**src/rtl/wdg_pkg.sv**
```systemverilog
package wdg_pkg;
  localparam int ADDR_W = 5;
  localparam int DATA_W = 16;
  localparam int NUM_CFG = 4;

  localparam logic [DATA_W-1:0] KEY_UNLOCK  = 16'h5555;
  localparam logic [DATA_W-1:0] KEY_REFRESH = 16'hAAAA;
  localparam logic [DATA_W-1:0] KEY_START   = 16'hCCCC;

  localparam logic [2:0] SEL_KEY  = 3'd0;
  localparam logic [2:0] SEL_PRE  = 3'd1;
  localparam logic [2:0] SEL_RLD  = 3'd2;
  localparam logic [2:0] SEL_STAT = 3'd3;
  localparam logic [2:0] SEL_WIN  = 3'd4;
  localparam logic [2:0] SEL_EWC  = 3'd5;
  localparam logic [2:0] SEL_NONE = 3'd7;

  localparam int ACK_BIT  = 14;
  localparam int FLAG_BIT = 14;
  localparam int EWIE_BIT = 15;
endpackage

```
**src/rtl/wdg_cfg_slot.sv**
```systemverilog
module wdg_cfg_slot #(
  parameter int W = 12,
  parameter logic [W-1:0] INIT = '0,
  parameter int BUSY_CYC = 3
) (
  input  logic         clk,
  input  logic         rst_n,
  input  logic         wr,
  input  logic [W-1:0] din,
  output logic         busy,
  output logic [W-1:0] q
);
  localparam int BW = $clog2(BUSY_CYC + 1);

  logic [BW-1:0] left;
  logic [W-1:0]  pend;

  always_ff @(posedge clk) begin
    if (!rst_n) begin
      left <= '0;
      pend <= INIT;
      q    <= INIT;
    end else if (wr && left == '0) begin
      pend <= din;
      left <= BW'(BUSY_CYC);
    end else if (left != '0) begin
      left <= left - BW'(1);
      if (left == BW'(1)) q <= pend;
    end
  end

  assign busy = (left != '0);

  // busy only starts from a write strobe
  p_busy_cause_r8: assert property (@(posedge clk) disable iff (!rst_n)
    $rose(busy) |-> $past(wr));
  // applied value moves only at the end of a transfer
  p_apply_r8: assert property (@(posedge clk) disable iff (!rst_n)
    !$past(busy) |-> $stable(q));
endmodule

```
**src/rtl/wdg_regs.sv**
```systemverilog
module wdg_regs
  import wdg_pkg::*;
#(
  parameter int CNT_W = 12,
  parameter int PS_W = 4,
  parameter int BUSY_CYC = 3
) (
  input  logic              clk,
  input  logic              rst_n,
  input  logic              we,
  input  logic [ADDR_W-1:0] addr,
  input  logic [DATA_W-1:0] wdata,
  input  logic              flag,
  output logic [DATA_W-1:0] rdata,
  output logic [PS_W-1:0]   pre_code,
  output logic [CNT_W-1:0]  reload,
  output logic [CNT_W-1:0]  win,
  output logic [CNT_W-1:0]  ewit,
  output logic              ewie,
  output logic              start_key,
  output logic              refresh_key,
  output logic              ack
);
  logic [2:0]         sel;
  logic               unlocked;
  logic               cfg_we;
  logic [NUM_CFG-1:0] busy;

  assign sel    = (addr[1:0] == 2'b00) ? addr[ADDR_W-1:2] : SEL_NONE;
  assign cfg_we = we && unlocked;

  always_ff @(posedge clk) begin
    if (!rst_n) unlocked <= 1'b0;
    else if (we && sel == SEL_KEY) unlocked <= (wdata == KEY_UNLOCK);
  end

  assign start_key   = we && sel == SEL_KEY && wdata == KEY_START;
  assign refresh_key = we && sel == SEL_KEY && wdata == KEY_REFRESH;
  assign ack         = we && sel == SEL_EWC && wdata[ACK_BIT];

  wdg_cfg_slot #(.W(PS_W), .INIT('0), .BUSY_CYC(BUSY_CYC)) u_pre (
    .clk(clk), .rst_n(rst_n), .wr(cfg_we && sel == SEL_PRE),
    .din(wdata[PS_W-1:0]), .busy(busy[0]), .q(pre_code));

  wdg_cfg_slot #(.W(CNT_W), .INIT({CNT_W{1'b1}}), .BUSY_CYC(BUSY_CYC)) u_rld (
    .clk(clk), .rst_n(rst_n), .wr(cfg_we && sel == SEL_RLD),
    .din(wdata[CNT_W-1:0]), .busy(busy[1]), .q(reload));

  wdg_cfg_slot #(.W(CNT_W), .INIT({CNT_W{1'b1}}), .BUSY_CYC(BUSY_CYC)) u_win (
    .clk(clk), .rst_n(rst_n), .wr(cfg_we && sel == SEL_WIN),
    .din(wdata[CNT_W-1:0]), .busy(busy[2]), .q(win));

  wdg_cfg_slot #(.W(CNT_W + 1), .INIT('0), .BUSY_CYC(BUSY_CYC)) u_ewc (
    .clk(clk), .rst_n(rst_n), .wr(cfg_we && sel == SEL_EWC),
    .din({wdata[EWIE_BIT], wdata[CNT_W-1:0]}), .busy(busy[3]), .q({ewie, ewit}));

  always_comb begin
    rdata = '0;
    case (sel)
      SEL_PRE:  rdata[PS_W-1:0] = pre_code;
      SEL_RLD:  rdata[CNT_W-1:0] = reload;
      SEL_STAT: begin
        rdata[NUM_CFG-1:0] = busy;
        rdata[FLAG_BIT]    = flag;
      end
      SEL_WIN:  rdata[CNT_W-1:0] = win;
      SEL_EWC:  begin
        rdata[CNT_W-1:0] = ewit;
        rdata[EWIE_BIT]  = ewie;
      end
      default:  rdata = '0;
    endcase
  end

  for (genvar k = 0; k < NUM_CFG; k++) begin : g_lock_chk
    // a transfer only begins while the configuration is unlocked
    p_lock_r7: assert property (@(posedge clk) disable iff (!rst_n)
      $rose(busy[k]) |-> $past(unlocked));
  end
endmodule

```
**src/rtl/wdg_prescale.sv**
```systemverilog
module wdg_prescale #(
  parameter int PS_W = 4,
  parameter int DIV_MIN_LOG2 = 2,
  parameter int DIV_MAX_LOG2 = 10
) (
  input  logic            clk,
  input  logic            rst_n,
  input  logic            run,
  input  logic            clear,
  input  logic [PS_W-1:0] code,
  output logic            tick
);
  localparam int PC_W = DIV_MAX_LOG2;

  logic [PC_W-1:0] pc;
  logic [PC_W-1:0] div_m1;

  always_comb begin
    int lg;
    lg = int'(code) + DIV_MIN_LOG2;
    if (lg > DIV_MAX_LOG2) lg = DIV_MAX_LOG2;
    div_m1 = {PC_W{1'b1}} >> (DIV_MAX_LOG2 - lg);
  end

  assign tick = run && (pc >= div_m1);

  always_ff @(posedge clk) begin
    if (!rst_n) pc <= '0;
    else if (clear || !run || tick) pc <= '0;
    else pc <= pc + PC_W'(1);
  end

  // smallest divide ratio is at least two, so ticks never abut
  p_tick_gap_r3: assert property (@(posedge clk) disable iff (!rst_n)
    tick |=> !tick);
endmodule

```
**src/rtl/wdg_core.sv**
```systemverilog
module wdg_core #(
  parameter int CNT_W = 12,
  parameter int PS_W = 4,
  parameter int DIV_MIN_LOG2 = 2,
  parameter int DIV_MAX_LOG2 = 10
) (
  input  logic             clk,
  input  logic             rst_n,
  input  logic [PS_W-1:0]  pre_code,
  input  logic [CNT_W-1:0] reload,
  input  logic [CNT_W-1:0] win,
  input  logic [CNT_W-1:0] ewit,
  input  logic             ewie,
  input  logic             start_key,
  input  logic             refresh_key,
  input  logic             ack,
  output logic             rst_req,
  output logic             irq_flag
);
  logic             running;
  logic [CNT_W-1:0] cnt;
  logic             tick;
  logic             in_win, timeout, bad_ref, load;
  logic             hit, hit_q;

  assign in_win  = (cnt <= win) && (cnt >= CNT_W'(2));
  assign timeout = running && tick && (cnt == '0);
  assign bad_ref = running && refresh_key && !in_win;
  assign load    = (start_key && !running) || (running && refresh_key) || timeout;
  assign hit     = running && ewie && (cnt < ewit);

  wdg_prescale #(.PS_W(PS_W), .DIV_MIN_LOG2(DIV_MIN_LOG2),
                 .DIV_MAX_LOG2(DIV_MAX_LOG2)) u_pre (
    .clk(clk), .rst_n(rst_n), .run(running), .clear(load),
    .code(pre_code), .tick(tick));

  always_ff @(posedge clk) begin
    if (!rst_n) begin
      running  <= 1'b0;
      cnt      <= '0;
      rst_req  <= 1'b0;
      hit_q    <= 1'b0;
      irq_flag <= 1'b0;
    end else begin
      if (start_key) running <= 1'b1;
      if (load) cnt <= reload;
      else if (tick) cnt <= cnt - CNT_W'(1);
      rst_req <= timeout || bad_ref;
      hit_q   <= hit;
      if (hit && !hit_q) irq_flag <= 1'b1;
      else if (ack) irq_flag <= 1'b0;
    end
  end

  // nothing is requested while the counter is idle
  p_idle_r2: assert property (@(posedge clk) disable iff (!rst_n)
    !running |=> !rst_req);
  // every request coincides with a fresh reload
  p_reload_r2: assert property (@(posedge clk) disable iff (!rst_n)
    rst_req |-> cnt == $past(reload));
  // refresh above the window or at the bottom must request reset
  p_window_r4: assert property (@(posedge clk) disable iff (!rst_n)
    (running && refresh_key && (cnt > win || cnt < CNT_W'(2))) |=> rst_req);
  // flag rises only with the enable and a count under the threshold
  p_rise_r5: assert property (@(posedge clk) disable iff (!rst_n)
    $rose(irq_flag) |-> ($past(ewie) && ($past(cnt) < $past(ewit))));
  // the flag holds until acknowledged
  p_hold_r6: assert property (@(posedge clk) disable iff (!rst_n)
    (!ack && irq_flag) |=> irq_flag);
endmodule

```
**src/rtl/keyed_window_wdt.sv**
```systemverilog
module keyed_window_wdt
  import wdg_pkg::*;
#(
  parameter int CNT_W = 12,
  parameter int PS_W = 4,
  parameter int BUSY_CYC = 3,
  parameter int DIV_MIN_LOG2 = 2,
  parameter int DIV_MAX_LOG2 = 10
) (
  input  logic              clk,
  input  logic              rst_n,
  input  logic              reg_we,
  input  logic [ADDR_W-1:0] reg_addr,
  input  logic [DATA_W-1:0] reg_wdata,
  output logic [DATA_W-1:0] reg_rdata,
  output logic              reset_req,
  output logic              early_irq
);
  logic [PS_W-1:0]  pre_code;
  logic [CNT_W-1:0] reload, win, ewit;
  logic             ewie, start_key, refresh_key, ack;

  wdg_regs #(.CNT_W(CNT_W), .PS_W(PS_W), .BUSY_CYC(BUSY_CYC)) u_regs (
    .clk(clk), .rst_n(rst_n), .we(reg_we), .addr(reg_addr), .wdata(reg_wdata),
    .flag(early_irq), .rdata(reg_rdata), .pre_code(pre_code), .reload(reload),
    .win(win), .ewit(ewit), .ewie(ewie), .start_key(start_key),
    .refresh_key(refresh_key), .ack(ack));

  wdg_core #(.CNT_W(CNT_W), .PS_W(PS_W), .DIV_MIN_LOG2(DIV_MIN_LOG2),
             .DIV_MAX_LOG2(DIV_MAX_LOG2)) u_core (
    .clk(clk), .rst_n(rst_n), .pre_code(pre_code), .reload(reload), .win(win),
    .ewit(ewit), .ewie(ewie), .start_key(start_key), .refresh_key(refresh_key),
    .ack(ack), .rst_req(reset_req), .irq_flag(early_irq));
endmodule

```
**config.mk**
```make
export PLATFORM = sky130hd
export DESIGN_NAME = keyed_window_wdt
export DESIGN_NICKNAME = d
export VERILOG_FILES = /design/src/rtl/wdg_pkg.sv /design/src/rtl/wdg_cfg_slot.sv /design/src/rtl/wdg_regs.sv /design/src/rtl/wdg_prescale.sv /design/src/rtl/wdg_core.sv /design/src/rtl/keyed_window_wdt.sv
export SDC_FILE = /design/constraint.sdc
export NUM_CORES = 1
export LEC_CHECK = 0
export CORE_ASPECT_RATIO = 0.7
export CORE_UTILIZATION = 62
export DETAILED_ROUTE_END_ITERATION = 10
export DONT_BUFFER_PORTS = 1
export GPL_TIMING_DRIVEN = 1
export PLACE_DENSITY = 0.88
export SLEW_MARGIN = 30
export SYNTH_ARGS = -nofsm -noshare
export SYNTH_HDL_FRONTEND = slang
export SYNTH_SLANG_ARGS = --single-unit
```
**constraint.sdc**
```tcl
create_clock -name clk -period 5.3 [get_ports clk]
set_input_delay 1.06 -clock clk [delete_from_list [all_inputs] [get_ports clk]]
set_output_delay 1.06 -clock clk [all_outputs]
set_load 0.05 [all_outputs]
```
==> run_results.csv <==
group,metric,value,unit
sta,fin_skew,0.00883,ns
logic_synthesis,synthArstFlopShare,0,%
logic_synthesis,syn_inst,720,
sta,timing.fmax,0.200,GHz
logic_synthesis,synth_warnings,0,
sta,worstMarginPinSlew,1.01,ns
die,die_area,10500,µm²
logic_synthesis,yosysTopAreaCell,"dfxtp_1",
clock_tree,cts.sinks,117,
setup_path,worst_setup_path_end_kind,"register",
clock_tree,htree_levels,4,
power_and_ir_drop,power_frac_clock,43.9,%
sta,hold_slack,0.472,ns
sta,max_slew_margin,32.4,%
power_and_ir_drop,seqPwrFrac,38.2,%
logic_synthesis,synth_common_cells,"dfxtp_1 (117), nand2_1 (115), mux2i_1 (48)",
logic_synthesis,muxShareOfSynthArea,8.02,%
setup_path,reg2reg_slack,0.29,ns
min_path,holdPathEnd,"u_regs.u_win.pend[7]$_SDFFE_PN1P_",
logic_synthesis,synth_compound_area_share,15.2,%
setup_path,arrival,5.31,ns
setup_path,r2r-end,"u_core.cnt[7]$_SDFFE_PN0P_",
clock_tree,clock_latency,0.42,ns
final_layout,area_growth,11.1,%
setup_path,start_kind,"register",
min_path,min_path_cells,2,
setup_path,critical_path_class,"reg2reg",
logic_synthesis,synth_top_area_share,37.4,%
drt,first_iter_violations,525,
power_and_ir_drop,p_sw_share,27.7,%
sta,hold_viol_final,0,
power_and_ir_drop,comb_power_share,17.9,%
global_routing,grt_max_degree,110,
power_and_ir_drop,p_int,1.86,mW
die,start_util,64.2,%
logic_synthesis,synth_seq_area_share,37.4,%
place,hpwlAfterDp,11.7,mm
logic_synthesis,synth_top_family_by_area,"simple AND/OR/NAND/NOR gates",
logic_synthesis,yosysMostFrequentCell,"dfxtp_1",
logic_synthesis,ys_ff_latch,117,
sta,finalSetupViolations,0,
die,core,9760,µm²
drt,drt_pre_antenna_iters,7,
logic_synthesis,synthSimpleGateAreaFrac,23.0,%
clock_tree,cts_tree,"yes",
die,pin_count,42,
logic_synthesis,synth-xor-area-share,1.96,%
global_routing,grt_pass1_wl,25.9,mm
logic_synthesis,synthAdderAreaFrac,9.38,%
clock_tree,cts-root-buf,"clkbuf_16",
power_and_ir_drop,p_per_area,369,nW/µm²
global_routing,grtUsageTotal,32.6,%
setup_path,reg2reg_depth,20,
setup_path,critical_path_required,5.60,ns
drt,drt-total-wl,16.4,mm
global_routing,first_global_vias,5061,
min_path,hold_class,"reg2reg",
die,die_w,122,µm
final_layout,drive_gt1_share,8.67,%
die,die_h,86.1,µm
logic_synthesis,ys.flop_type,"dfxtp_1",
sta,timing.final.crit_share,94.6,%
die,rows,30,
setup_path,r2r_start,"u_regs.u_pre.q[1]$_SDFFE_PN0P_",
logic_synthesis,yosysUniqueCellTypes,66,
drt,vias,5334,
place,portBuffers,0,
final_layout,post-route-util,71.4,%
drt,antenna_left,0,
power_and_ir_drop,finalPower,2.57,mW
global_routing,grt-ovfl-total,0,
power_and_ir_drop,vdd_drop_max,0.000270,V
clock_tree,cts.reportedPaths.clkPinSlew,0.05,ns
flow_run,cap_viol_max_count,0,
clock_tree,cts_buffer_depth,2,
min_path,min_from,"u_regs.u_win.pend[7]$_SDFFE_PN1P_",
power_and_ir_drop,switching_power,0.711,mW
final_layout,final_nets,787,
drt,routed_via_density,6.22,
logic_synthesis,synth.area.top_cells,"dfxtp_1 (37%), ha_1 (9.4%), mux2i_1 (7.7%)",
drt,wire_per_inst,19.1,µm
global_routing,antenna_found_initial,1,
setup_path,cp_max_fo,9,
status,status,"finished, final reports clean",
place,gp_congestion,0.913,
clock_tree,cts-buffers-inserted,17,
logic_synthesis,syn_area,6270,µm²
sta,min_period,5.01,ns
sta,drv_slew,0,
logic_synthesis,synth_enable_flop_cells,0,
drt,drcViolationCount,0,
power_and_ir_drop,leakagePower,3.03,nW
logic_synthesis,avgSynthCellArea,8.71,µm²
==> flip-flops by register name, indices dropped and copies added (netlist names), 4 cells and up <==
| register | count |
|---|---|
| u_regs.u_pre.q | 4 |
| u_regs.u_rld.pend | 12 |
| u_core.cnt | 12 |
| u_core.u_pre.pc | 10 |
| u_regs.u_pre.pend | 4 |
| u_regs.u_win.q | 12 |
| u_regs.u_ewc.q | 13 |
| u_regs.u_win.pend | 12 |
| u_regs.u_ewc.pend | 13 |
| u_regs.u_rld.q | 12 |
==> area by class of cell <==
class	instances	area, µm²
clock buffers	22	484
flip-flops and latches	117	2340
inverters	42	158
diodes	2	5.00
multi-input cells	527	3630
fillers	732	2800
repair buffers	11	82.6
clock inverters	8	100
well taps	128	160
==> critical path: stages, from the launching register on <==
cell and delay (ns):
dfxtp_1 0.35, ha_1 0.25, and2_1 0.16, a21oi_1 0.32
o21ai_0 0.15, nand2_1 0.16, inv_1 0.06, ha_1 0.29
nand2_1 0.09, ha_1 0.22, nor2b_1 0.20, a21boi_0 0.26
a21boi_2 0.30, o21a_1 0.18, nand2b_1 0.07, ha_1 0.29
nand4_1 0.21, o31ai_4 0.51, or2_1 0.27, a31oi_4 0.19
o221a_2 0.34
==> logic make-up after synthesis <==
kind of cell / Yosys count
other: 2
flip-flops: 117
multiplexers: 50
buffers and inverters: 77
AO/OA/AOI/OAI: 125
AND/OR/NAND/NOR: 288
adder cells (fa/ha/maj): 47
XOR/XNOR: 14
==> power by group through the flow <==
stage / clock, mW / combinational, mW / sequential [mW]
finish: 1.13 / 0.459 / 0.983
global route: 1.18 / 0.497 / 0.990
CTS: 1.13 / 0.452 / 0.981
detailed placement: 0 / 0.446 / 0.998
global placement: 0 / 0.418 / 0.994
floorplan: 0 / 0.362 / 0.989
==> per-stage QoR <==
stage	instances	TNS [ns]	area, µm²	setup WS, ns
floorplan	721	0	6270	0.915
global placement	823	0	6350	0.554
detailed placement	823	0	6350	0.243
CTS	853	0	6930	0.200
global route	855	-0.121	6960	-0.0331
finish	857	0	6960	0.288
==> worst max path at each step <==
| stage | from | end | depth (start not counted) |
|---|---|---|---|
| floorplan | u_regs.u_pre.q[1]$_SDFFE_PN0P_ | u_core.cnt[11]$_SDFFE_PN0P_ | 21 |
| global placement | u_regs.u_pre.q[1]$_SDFFE_PN0P_ | u_core.cnt[1]$_SDFFE_PN0P_ | 21 |
| detailed placement | u_regs.u_pre.q[1]$_SDFFE_PN0P_ | u_core.cnt[1]$_SDFFE_PN0P_ | 21 |
| CTS | u_regs.u_pre.q[1]$_SDFFE_PN0P_ | u_core.cnt[1]$_SDFFE_PN0P_ | 21 |
| global route | u_regs.u_pre.q[1]$_SDFFE_PN0P_ | u_core.cnt[7]$_SDFFE_PN0P_ | 20 |
| finish | u_regs.u_pre.q[1]$_SDFFE_PN0P_ | u_core.cnt[7]$_SDFFE_PN0P_ | 20 |
==> cells in the final DEF, fill, tap and decap left out, types with 4 or more instances in the layout <==
cell,instances
clkbuf_8,4
xor2_1,6
and2_1,5
mux2i_1,48
a221oi_1,4
o221a_2,6
nor3_1,6
clkbuf_16,17
nor2_1,35
a21oi_1,20
o211ai_1,15
dfxtp_1,117
and3_1,6
nand4_1,8
nand2b_1,9
a22oi_1,12
nand3_1,40
clkinvlp_4,4
ha_1,47
nand2_1,115
a21o_1,7
nor2b_1,40
o21ai_0,10
xnor2_1,8
o211a_1,9
o22ai_1,11
inv_1,42
buf_4,11
==> per-layer routing <==
metal | share of wire (%) | global-route usage, % | up-vias
met3 | 9.3 | 11.4 | 42
li1 | - | - | 2531
met1 | 44 | 41.1 | 2544
met4 | 2.1 | 10.9 | 0
met2 | 45 | 52.1 | 217
met5 | 0 | 0 | -
==> timing repair <==
item,4_1_cts,5_1_grt
setup endpoints to repair,0,9
setup buffers,0,2
hold buffers,0,0
gates resized for setup,0,2
Note: power is estimated with default switching activity, not from simulation.
